### config.mk
export PLATFORM = sky130hd
export DESIGN_NAME = shared_prescaler_top
export DESIGN_NICKNAME = d
export VERILOG_FILES = /design/src/rtl/psc_pkg.sv /design/src/rtl/psc_ctrl.sv /design/src/rtl/psc_divider.sv /design/src/rtl/psc_edge_detect.sv /design/src/rtl/psc_select.sv /design/src/rtl/shared_prescaler_top.sv
export SDC_FILE = /design/constraint.sdc
export NUM_CORES = 1
export LEC_CHECK = 0
export BUFFER_PORTS_ARGS = -buffer_cell sky130_fd_sc_hd__buf_2
export CAP_MARGIN = 15
export CORE_ASPECT_RATIO = 0.5
export CORE_MARGIN = 4
export CORE_UTILIZATION = 30
export CTS_CLUSTER_SIZE = 10
export DETAILED_ROUTE_END_ITERATION = 6
export GPL_TIMING_DRIVEN = 0
export PLACE_DENSITY = 0.55
export SETUP_SLACK_MARGIN = 0.02
export SYNTH_ARGS = -nofsm -noshare
export SYNTH_HDL_FRONTEND = slang
export SYNTH_SLANG_ARGS = --single-unit
### constraint.sdc
create_clock -name clk_i -period 2.03 [get_ports clk_i]
set_clock_uncertainty 0.05 [all_clocks]
set_input_delay 0.406 -clock clk_i [delete_from_list [all_inputs] [get_ports clk_i]]
set_output_delay 0.406 -clock clk_i [all_outputs]
set_load 0.05 [all_outputs]
### src/rtl/psc_pkg.sv
package psc_pkg;

    localparam int REG_W      = 8;
    localparam int HOLD_BIT   = 7;
    localparam int RST_A_BIT  = 0;
    localparam int RST_B_BIT  = 1;
    localparam int NUM_DIV    = 2;
    localparam int CS_W       = 3;

    typedef enum logic {
        ST_FREE = 1'b0,
        ST_HOLD = 1'b1
    } ctrl_st_e;

    typedef enum logic [CS_W-1:0] {
        CS_STOP  = 3'd0,
        CS_UNDIV = 3'd1,
        CS_DIV1  = 3'd2,
        CS_DIV2  = 3'd3,
        CS_DIV3  = 3'd4,
        CS_DIV4  = 3'd5,
        CS_FALL  = 3'd6,
        CS_RISE  = 3'd7
    } cs_e;

    typedef struct packed {
        logic undiv;
        logic div1;
        logic div2;
        logic div3;
        logic div4;
    } tap_t;

endpackage

### src/rtl/psc_ctrl.sv
module psc_ctrl
    import psc_pkg::*;
(
    input  logic                    clk_i,
    input  logic                    rst_ni,
    input  logic                    wr_en_i,
    input  logic [REG_W-1:0]        wr_data_i,
    output logic [REG_W-1:0]        rd_data_o,
    output logic [NUM_DIV-1:0]      div_clr_o
);

    ctrl_st_e               state_q, state_d;
    logic [NUM_DIV-1:0]     clr_q, clr_d;
    logic [REG_W-1:0]       unused_wr_bits;

    assign unused_wr_bits = wr_data_i;

    // next state and next reset bits
    always_comb begin
        state_d = state_q;
        unique case (state_q)
            ST_FREE: clr_d = '0;
            ST_HOLD: clr_d = clr_q;
            default: clr_d = '0;
        endcase
        if (wr_en_i) begin
            state_d = wr_data_i[HOLD_BIT] ? ST_HOLD : ST_FREE;
            clr_d   = {wr_data_i[RST_B_BIT], wr_data_i[RST_A_BIT]};
        end
    end

    // state register
    always_ff @(posedge clk_i or negedge rst_ni) begin
        if (!rst_ni) begin
            state_q <= ST_FREE;
            clr_q   <= '0;
        end else begin
            state_q <= state_d;
            clr_q   <= clr_d;
        end
    end

    // outputs
    always_comb begin
        rd_data_o            = '0;
        rd_data_o[HOLD_BIT]  = (state_q == ST_HOLD);
        rd_data_o[RST_A_BIT] = clr_q[0];
        rd_data_o[RST_B_BIT] = clr_q[1];
        div_clr_o            = clr_q;
    end

    a_r3_hold_kept: assert property (@(posedge clk_i) disable iff (!rst_ni)
        (state_q == ST_HOLD && !wr_en_i) |=> $stable(clr_q));

    a_r5_free_self_clear: assert property (@(posedge clk_i) disable iff (!rst_ni)
        (state_q == ST_FREE && !wr_en_i) |=> (clr_q == '0));

    a_r10_same_write_hold: assert property (@(posedge clk_i) disable iff (!rst_ni)
        (wr_en_i && wr_data_i[HOLD_BIT]) |=>
            (state_q == ST_HOLD && clr_q[0] == $past(wr_data_i[RST_A_BIT])));

    a_r4_release_clears: assert property (@(posedge clk_i) disable iff (!rst_ni)
        (wr_en_i && !wr_data_i[HOLD_BIT] && wr_data_i[RST_B_BIT:RST_A_BIT] == 2'b00)
            |=> (clr_q == '0 && state_q == ST_FREE));

endmodule

### src/rtl/psc_divider.sv
module psc_divider
    import psc_pkg::*;
#(
    parameter int CW = 10,
    parameter int S1 = 3,
    parameter int S2 = 6,
    parameter int S3 = 8
) (
    input  logic    clk_i,
    input  logic    rst_ni,
    input  logic    clr_i,
    output tap_t    taps_o
);

    logic [CW-1:0] count_q;

    always_ff @(posedge clk_i or negedge rst_ni) begin
        if (!rst_ni)     count_q <= '0;
        else if (clr_i)  count_q <= '0;
        else             count_q <= count_q + 1'b1;
    end

    always_comb begin
        taps_o.undiv = !clr_i;
        taps_o.div1  = !clr_i && (&count_q[S1-1:0]);
        taps_o.div2  = !clr_i && (&count_q[S2-1:0]);
        taps_o.div3  = !clr_i && (&count_q[S3-1:0]);
        taps_o.div4  = !clr_i && (&count_q);
    end

    a_r4_no_instant_tap: assert property (@(posedge clk_i) disable iff (!rst_ni)
        $fell(clr_i) |-> !taps_o.div1);

    a_r6_div1_spaced: assert property (@(posedge clk_i) disable iff (!rst_ni)
        taps_o.div1 |=> !taps_o.div1);

    a_r6_taps_nested: assert property (@(posedge clk_i) disable iff (!rst_ni)
        taps_o.div4 |-> (taps_o.div3 && taps_o.div2 && taps_o.div1));

endmodule

### src/rtl/psc_edge_detect.sv
module psc_edge_detect (
    input  logic clk_i,
    input  logic rst_ni,
    input  logic pin_i,
    output logic rise_o,
    output logic fall_o
);

    logic sync1_q, sync2_q, last_q;

    always_ff @(posedge clk_i or negedge rst_ni) begin
        if (!rst_ni) begin
            sync1_q <= 1'b0;
            sync2_q <= 1'b0;
            last_q  <= 1'b0;
        end else begin
            sync1_q <= pin_i;
            sync2_q <= sync1_q;
            last_q  <= sync2_q;
        end
    end

    assign rise_o = sync2_q && !last_q;
    assign fall_o = !sync2_q && last_q;

    a_r8_rise_one_cycle: assert property (@(posedge clk_i) disable iff (!rst_ni)
        rise_o |=> !rise_o);

    a_r8_fall_one_cycle: assert property (@(posedge clk_i) disable iff (!rst_ni)
        fall_o |=> !fall_o);

    a_r8_edges_exclusive: assert property (@(posedge clk_i) disable iff (!rst_ni)
        !(rise_o && fall_o));

endmodule

### src/rtl/psc_select.sv
module psc_select
    import psc_pkg::*;
(
    input  logic [CS_W-1:0] cs_i,
    input  tap_t            taps_i,
    input  logic            rise_i,
    input  logic            fall_i,
    output logic            en_o
);

    always_comb begin
        unique case (cs_e'(cs_i))
            CS_STOP:  en_o = 1'b0;
            CS_UNDIV: en_o = taps_i.undiv;
            CS_DIV1:  en_o = taps_i.div1;
            CS_DIV2:  en_o = taps_i.div2;
            CS_DIV3:  en_o = taps_i.div3;
            CS_DIV4:  en_o = taps_i.div4;
            CS_FALL:  en_o = fall_i;
            CS_RISE:  en_o = rise_i;
            default:  en_o = 1'b0;
        endcase
    end

endmodule

### src/rtl/shared_prescaler_top.sv
module shared_prescaler_top
    import psc_pkg::*;
#(
    parameter int NUM_TMR    = 3,
    parameter int NUM_SHARED = 2,
    parameter int CW         = 10
) (
    input  logic                        clk_i,
    input  logic                        rst_ni,
    input  logic                        wr_en_i,
    input  logic [7:0]                  wr_data_i,
    output logic [7:0]                  rd_data_o,
    input  logic [NUM_TMR*CS_W-1:0]     cs_i,
    input  logic [NUM_TMR-1:0]          ext_clk_i,
    output logic [NUM_TMR-1:0]          cnt_en_o
);

    localparam int S1 = 3;
    localparam int S2 = 6;
    localparam int S3 = 8;

    logic [NUM_DIV-1:0] div_clr;
    tap_t               div_taps [NUM_DIV];

    psc_ctrl u_ctrl (
        .clk_i     (clk_i),
        .rst_ni    (rst_ni),
        .wr_en_i   (wr_en_i),
        .wr_data_i (wr_data_i),
        .rd_data_o (rd_data_o),
        .div_clr_o (div_clr)
    );

    for (genvar d = 0; d < NUM_DIV; d++) begin : g_div
        psc_divider #(.CW(CW), .S1(S1), .S2(S2), .S3(S3)) u_div (
            .clk_i  (clk_i),
            .rst_ni (rst_ni),
            .clr_i  (div_clr[d]),
            .taps_o (div_taps[d])
        );
    end

    for (genvar t = 0; t < NUM_TMR; t++) begin : g_tmr
        localparam int DIV_IDX = (t < NUM_SHARED) ? 0 : 1;
        logic rise, fall;

        psc_edge_detect u_edge (
            .clk_i  (clk_i),
            .rst_ni (rst_ni),
            .pin_i  (ext_clk_i[t]),
            .rise_o (rise),
            .fall_o (fall)
        );

        psc_select u_sel (
            .cs_i   (cs_i[t*CS_W +: CS_W]),
            .taps_i (div_taps[DIV_IDX]),
            .rise_i (rise),
            .fall_i (fall),
            .en_o   (cnt_en_o[t])
        );

        a_r7_stop_silent: assert property (@(posedge clk_i) disable iff (!rst_ni)
            (cs_i[t*CS_W +: CS_W] == CS_STOP) |-> !cnt_en_o[t]);

        a_r3_held_no_prescaled: assert property (@(posedge clk_i) disable iff (!rst_ni)
            (div_clr[DIV_IDX] && cs_i[t*CS_W +: CS_W] != CS_FALL
                && cs_i[t*CS_W +: CS_W] != CS_RISE) |-> !cnt_en_o[t]);
    end

    a_r4_shared_in_step: assert property (@(posedge clk_i) disable iff (!rst_ni)
        (cs_i[CS_W-1:0] == cs_i[2*CS_W-1:CS_W] && cs_i[CS_W-1:0] < 3'd6)
            |-> (cnt_en_o[0] == cnt_en_o[1]));

endmodule

## Yosys cells after proc, flatten, opt, wreduce, memory -nomap -nowiden

Index checks and enable logic that the tools add are counted.

- Add/sub/neg operators: 2
- Equality and inequality tests: 22
- Mux-type cells: 8
- Reduce and logical (&&, ||, !) cells: 33

Operators by type and width:

| kind | number |
|---|---|
| $eq 3x3->1 const B | 12 |
| $pmux 1 s8 | 3 |
| $add 10x1->10 const B | 2 |
| $mux 10 | 2 |
| $reduce_and 10->1 | 2 |
| $eq 3x2->1 const B | 6 |
| $reduce_and 8->1 | 2 |
| $logic_and 1x1->1 | 14 |
| $reduce_and 6->1 | 2 |
| $eq 3x1->1 const B | 3 |
| $logic_not 3->1 | 3 |
| $logic_not 1->1 | 8 |
| $reduce_and 3->1 | 2 |
| $mux 2 | 2 |
| $ne 2x2->1 const B | 1 |
| $mux 1 | 1 |

- Register bits: 32
- Input port bits: 23
- Output and inout bits: 11
- Word-level logic and storage cells: 78

## Depth between registers and ports, before layout

- Depth in word-level cells: 3
- Gate-level depth with buffers: 7

## Cells and area by module

From an unflattened synthesis, not the netlist that was laid out.

- Cell total of the unflattened synthesis: 145
- Area total of the unflattened synthesis: 1616.6 um^2

By module, submodules not included:

| module | times used | cells each | area an instance (um^2) |
|---|---|---|---|
| psc_divider | 2 | 48 | 488.0 |
| psc_edge_detect | 3 | 5 | 90.1 |
| psc_select | 3 | 5 | 63.8 |
| psc_ctrl | 1 | 19 | 178.9 |

## Worst setup path before layout

OpenSTA, ideal clock, no wires.

- Kind: register to output
- Start point: reg g_div[1].u_div.count_q[0]
- End point: out cnt_en_o[2]
- Arrival time: 1502 ps
- Data required time: 1574 ps
- Slack: 72 ps
- Cell stages (with the launch flop): 8
- Buffers on the path: 1
- Cells stage by stage: dfrtp_1 -> ha_1 -> ha_1 -> nand2_1 -> mux2_2 -> a21oi_1 -> a2bb2oi_1 -> buf_4

- Longest elaborated chain between the ends: 3
- Elaborated cells on any way between the ends: 9
- Classes of those cells: mux (1); reduce/logical (8)

Ends and longest elaborated chain:

| what | line | RTL |
|---|---|---|
| start, declared | psc_divider.sv:15 | `logic [CW-1:0] count_q;` |
| start signal, assigned | psc_divider.sv:20 | `else count_q <= count_q + 1'b1;` |
| $reduce_and 10->1, or another cell as far along | psc_divider.sv:28 | `taps_o.div4 = !clr_i && (&count_q);` |
| $logic_and 1x1->1, on equally long branches | - |  |
| $pmux 1 s8 * | psc_select.sv:12 | `unique case (cs_e'(cs_i))` |
| end, declared | shared_prescaler_top.sv:15 | `output logic [NUM_TMR-1:0] cnt_en_o` |

Mark *: on every way between the ends. The rest lies on a longest branch, timed or not.

## Final worst setup path

Same ends and word-level chain as after synthesis.

==> metrics.cfg <==
[setup_path]
r2r-end=g_div[1].u_div.count_q[8]
reg2reg_slack_ps=630
worstReg2RegStart=g_div[1].u_div.count_q[0]
worst-setup-path-type=flop to output port
startpoint_type=flop
critPathArrivalTime_ps=1790
cp_data_required_time_ps=1570
critical-path-max-stage-delay_ps=410
r2r.worst_path.cells=6
cpMostUsedCell=ha_4
crit_chain=ha_4 > ha_4 > nand2_1 > mux2_2 > a21oi_2 > a2bb2oi_2 > buf_8
cp_slowest_cell=dfrtp_1
cp-end-kind=output port
crit_fanout=3

[floorplanning]
ios=34
start_util_pct=31.20
design.core.area_mm2=0.004932
std_cell_rows=18
die_w_um=109.3
die_h_um=58.65
die_area_mm2=0.006409

[global_route]
grt_use_met3_pct=4.600
grt_pass1_wl_mm=5.064
grt_overflow_total=0
grt_use_met2_pct=15.27
grt_pass1_vias=1134
grt_max_degree=33
top_usage_layer=met2
met1_usage_pct=13.46
gr-usage-all-layers_pct=10.25
antenna_found_initial=0

[run_status]
outcome=finished, violations left
violations=negative setup slack

[synthesis]
yosys_warnings=0
yosysTopAreaCell=dfrtp_1
synthTopCellsByArea=dfrtp_1, buf_4, xor2_1
ys_seq_area_share_pct=52.03
postSynthRegisterBits=32
synth_top_cell_area_share_pct=52.03
synth.distinct_cells=30
avgSynthCellArea_um2=10.33
synth.cell_area_mm2=0.001539
syn_inst=149

[route]
drcViolationCount=0
via_per_inst=4.363
vias=1117
routed_wl_mm=2.931
antenna_left=0
dr.first_iter.drc_count=38
firstDrtPassIters=4
wire_per_inst_um=11.45

[job]
cap_violations=0

[clocking]
cts_made_buffers=5
numClockSinks=32
cts_tree=done
worst_skew_pair.late_latency_ps=280
cts.clk_slew.worst_paths_ps=70
clock-root-buffer=clkbuf_8
htreeDepth=2
clock_path_buffers=2

[worst_hold_path]
hold_class=primary input to asynchronous set/reset pin

[layout]
nets=212
fin_cells=256
antenna_cells=0
drive_gt1_share_pct=32.80
fin_util_pct=40.92
areaGrowthSynthToFinish_pct=31.14

[pwr]
irDropWorstVdd_mv=0.3383
powerDensity_mw_per_mm2=892.2
leakage_nw=0.9072
report.power.total_w=0.001801

[placed_design]
dp_cells=246
dp_hpwl_mm=2.014
gp_congestion=0.7510
portBuffers=23
pre_cts_ws_ps=-226.6

[timing]
fmax_mhz=445.0
worst_slack_ps=-217.4
post-route-period-util_pct=110.7
rsz0062_at_grt=true
setup_viol=3
slew_headroom_pct=53.23
finalHoldViolations=0
finalCriticalPeriod_ps=2247
tightest_slew_ps=701.6
maxSlewViolCount=0

cell usage in the layout, fill, tap and decap left out:
master	count
or2_4	1
nor3_1	3
clkbuf_8	7
dfrtp_2	2
a2bb2oi_2	1
ha_4	4
nand4bb_1	1
nand2_1	13
clkbuf_1	2
buf_4	13
nand3_1	11
buf_8	3
or3_1	2
inv_1	2
a22o_1	4
nand3_2	1
xnor2_1	4
o21ai_0	6
nor4_2	1
nor2_1	14
conb_1	5
nand3b_1	2
nand4_1	1
bufinv_16	1
and3_1	4
nand2b_1	3
nor2b_1	4
nor3_4	2
a211oi_1	3
a21oi_1	2
xor2_1	8
mux2_2	2
buf_2	20
nand4b_1	1
dfrtp_1	30
a21oi_2	3
how the worst max path moves through the flow:
stage	depth (start not counted)	slack, ps	startpoint	to
floorplan	7	70	g_div[1].u_div.count_q[0]	cnt_en_o[2]
global placement	8	-270	g_div[1].u_div.count_q[0]	cnt_en_o[2]
detailed placement	8	-230	g_div[1].u_div.count_q[0]	cnt_en_o[2]
CTS	8	-270	g_div[1].u_div.count_q[1]	cnt_en_o[2]
global route	7	-280	g_div[1].u_div.count_q[0]	cnt_en_o[2]
finish	7	-220	g_div[1].u_div.count_q[0]	cnt_en_o[2]
power by group:
part	internal, W	switching [W]	total [W]
combinational	0.000172	0.000177	0.000350
clock	0.000433	0.000236	0.000668
sequential	0.000705	0.0000778	0.000782
total	0.00131	0.000491	0.00180
critical path: cells and delay by family, from the launching register on:
kind / cells / cell delay [ps]
buffers and inverters: 1 / 160
AOI/OAI and AO/OA: 2 / 320
muxes: 1 / 260
adders and majority gates: 2 / 300
DFF: 1 / 410
and+or+nand+nor: 1 / 40
metal layers:
layer,up-vias,wire (µm)
li1,569,-
met1,518,1437
met2,26,1286
met3,4,167
met4,0,40
met5,-,0
cell type report:
type	instances	area (µm²)
Clock inverter	1	30.03
Fill cell	489	2914
Sequential cell	32	803.3
Tap cell	70	87.58
Clock buffer	7	96.34
Multi-Input combinational cell	106	743.2
Timing Repair Buffer	28	182.7
Buffer	10	67.56
Inverter	2	7.507
registers in the layout (all words and copies together) (netlist names):
signal,cells
g_tmr.u_edge.sync1_q,3
u_ctrl.state_q,1
g_tmr.u_edge.sync2_q,3
g_tmr.u_edge.last_q,3
u_ctrl.div_clr_o,2
g_div.u_div.count_q,20
Yosys cell counts, drive strengths merged:
cell,n
a2bb2oi,1
buf,11
dfrtp,32
nand3,12
a21oi,5
inv,2
a211oi,3
nand4,1
a22o,4
nor3,5
nor2b,4
xnor2,4
or3,2
ha,4
nand4bb,1
nand2,13
nand3b,2
mux2,2
and3,4
nor4,1
clkbuf,2
nor2,14
or2,1
o21ai,6
conb,1
nand4b,1
xor2,8
nand2b,3
logic make-up after synthesis:
| family | synth area share (%) |
|---|---|
| simple gates | 21.95 |
| flops | 52.03 |
| compound gates | 7.886 |
| buf+inv | 6.342 |
| xor+xnor | 6.829 |
| fa+ha+maj | 3.252 |
| mux | 1.463 |
| other cells | 0.2437 |
per-stage QoR:
step | instance area [µm²] | hold WS [ps] | TNS (ps)
after CTS | 2012 | 136.9 | -445.4
final | 2018 | 111.1 | -369.2
after detailed placement | 1757 | 289.4 | -337.4
after global routing | 2018 | 153.1 | -589.4
after global placement | 1757 | 283.9 | -373.5
after floorplan | 1554 | 60.41 | 0
repair_timing:
action	CTS	global route
setup buffers	5	0
endpoints found under the hold margin	0	0
pin swaps	12	6
gates resized for setup	24	3
hold buffers	0	0
setup endpoints to repair	3	3
Power figures use the tool's default switching activity.
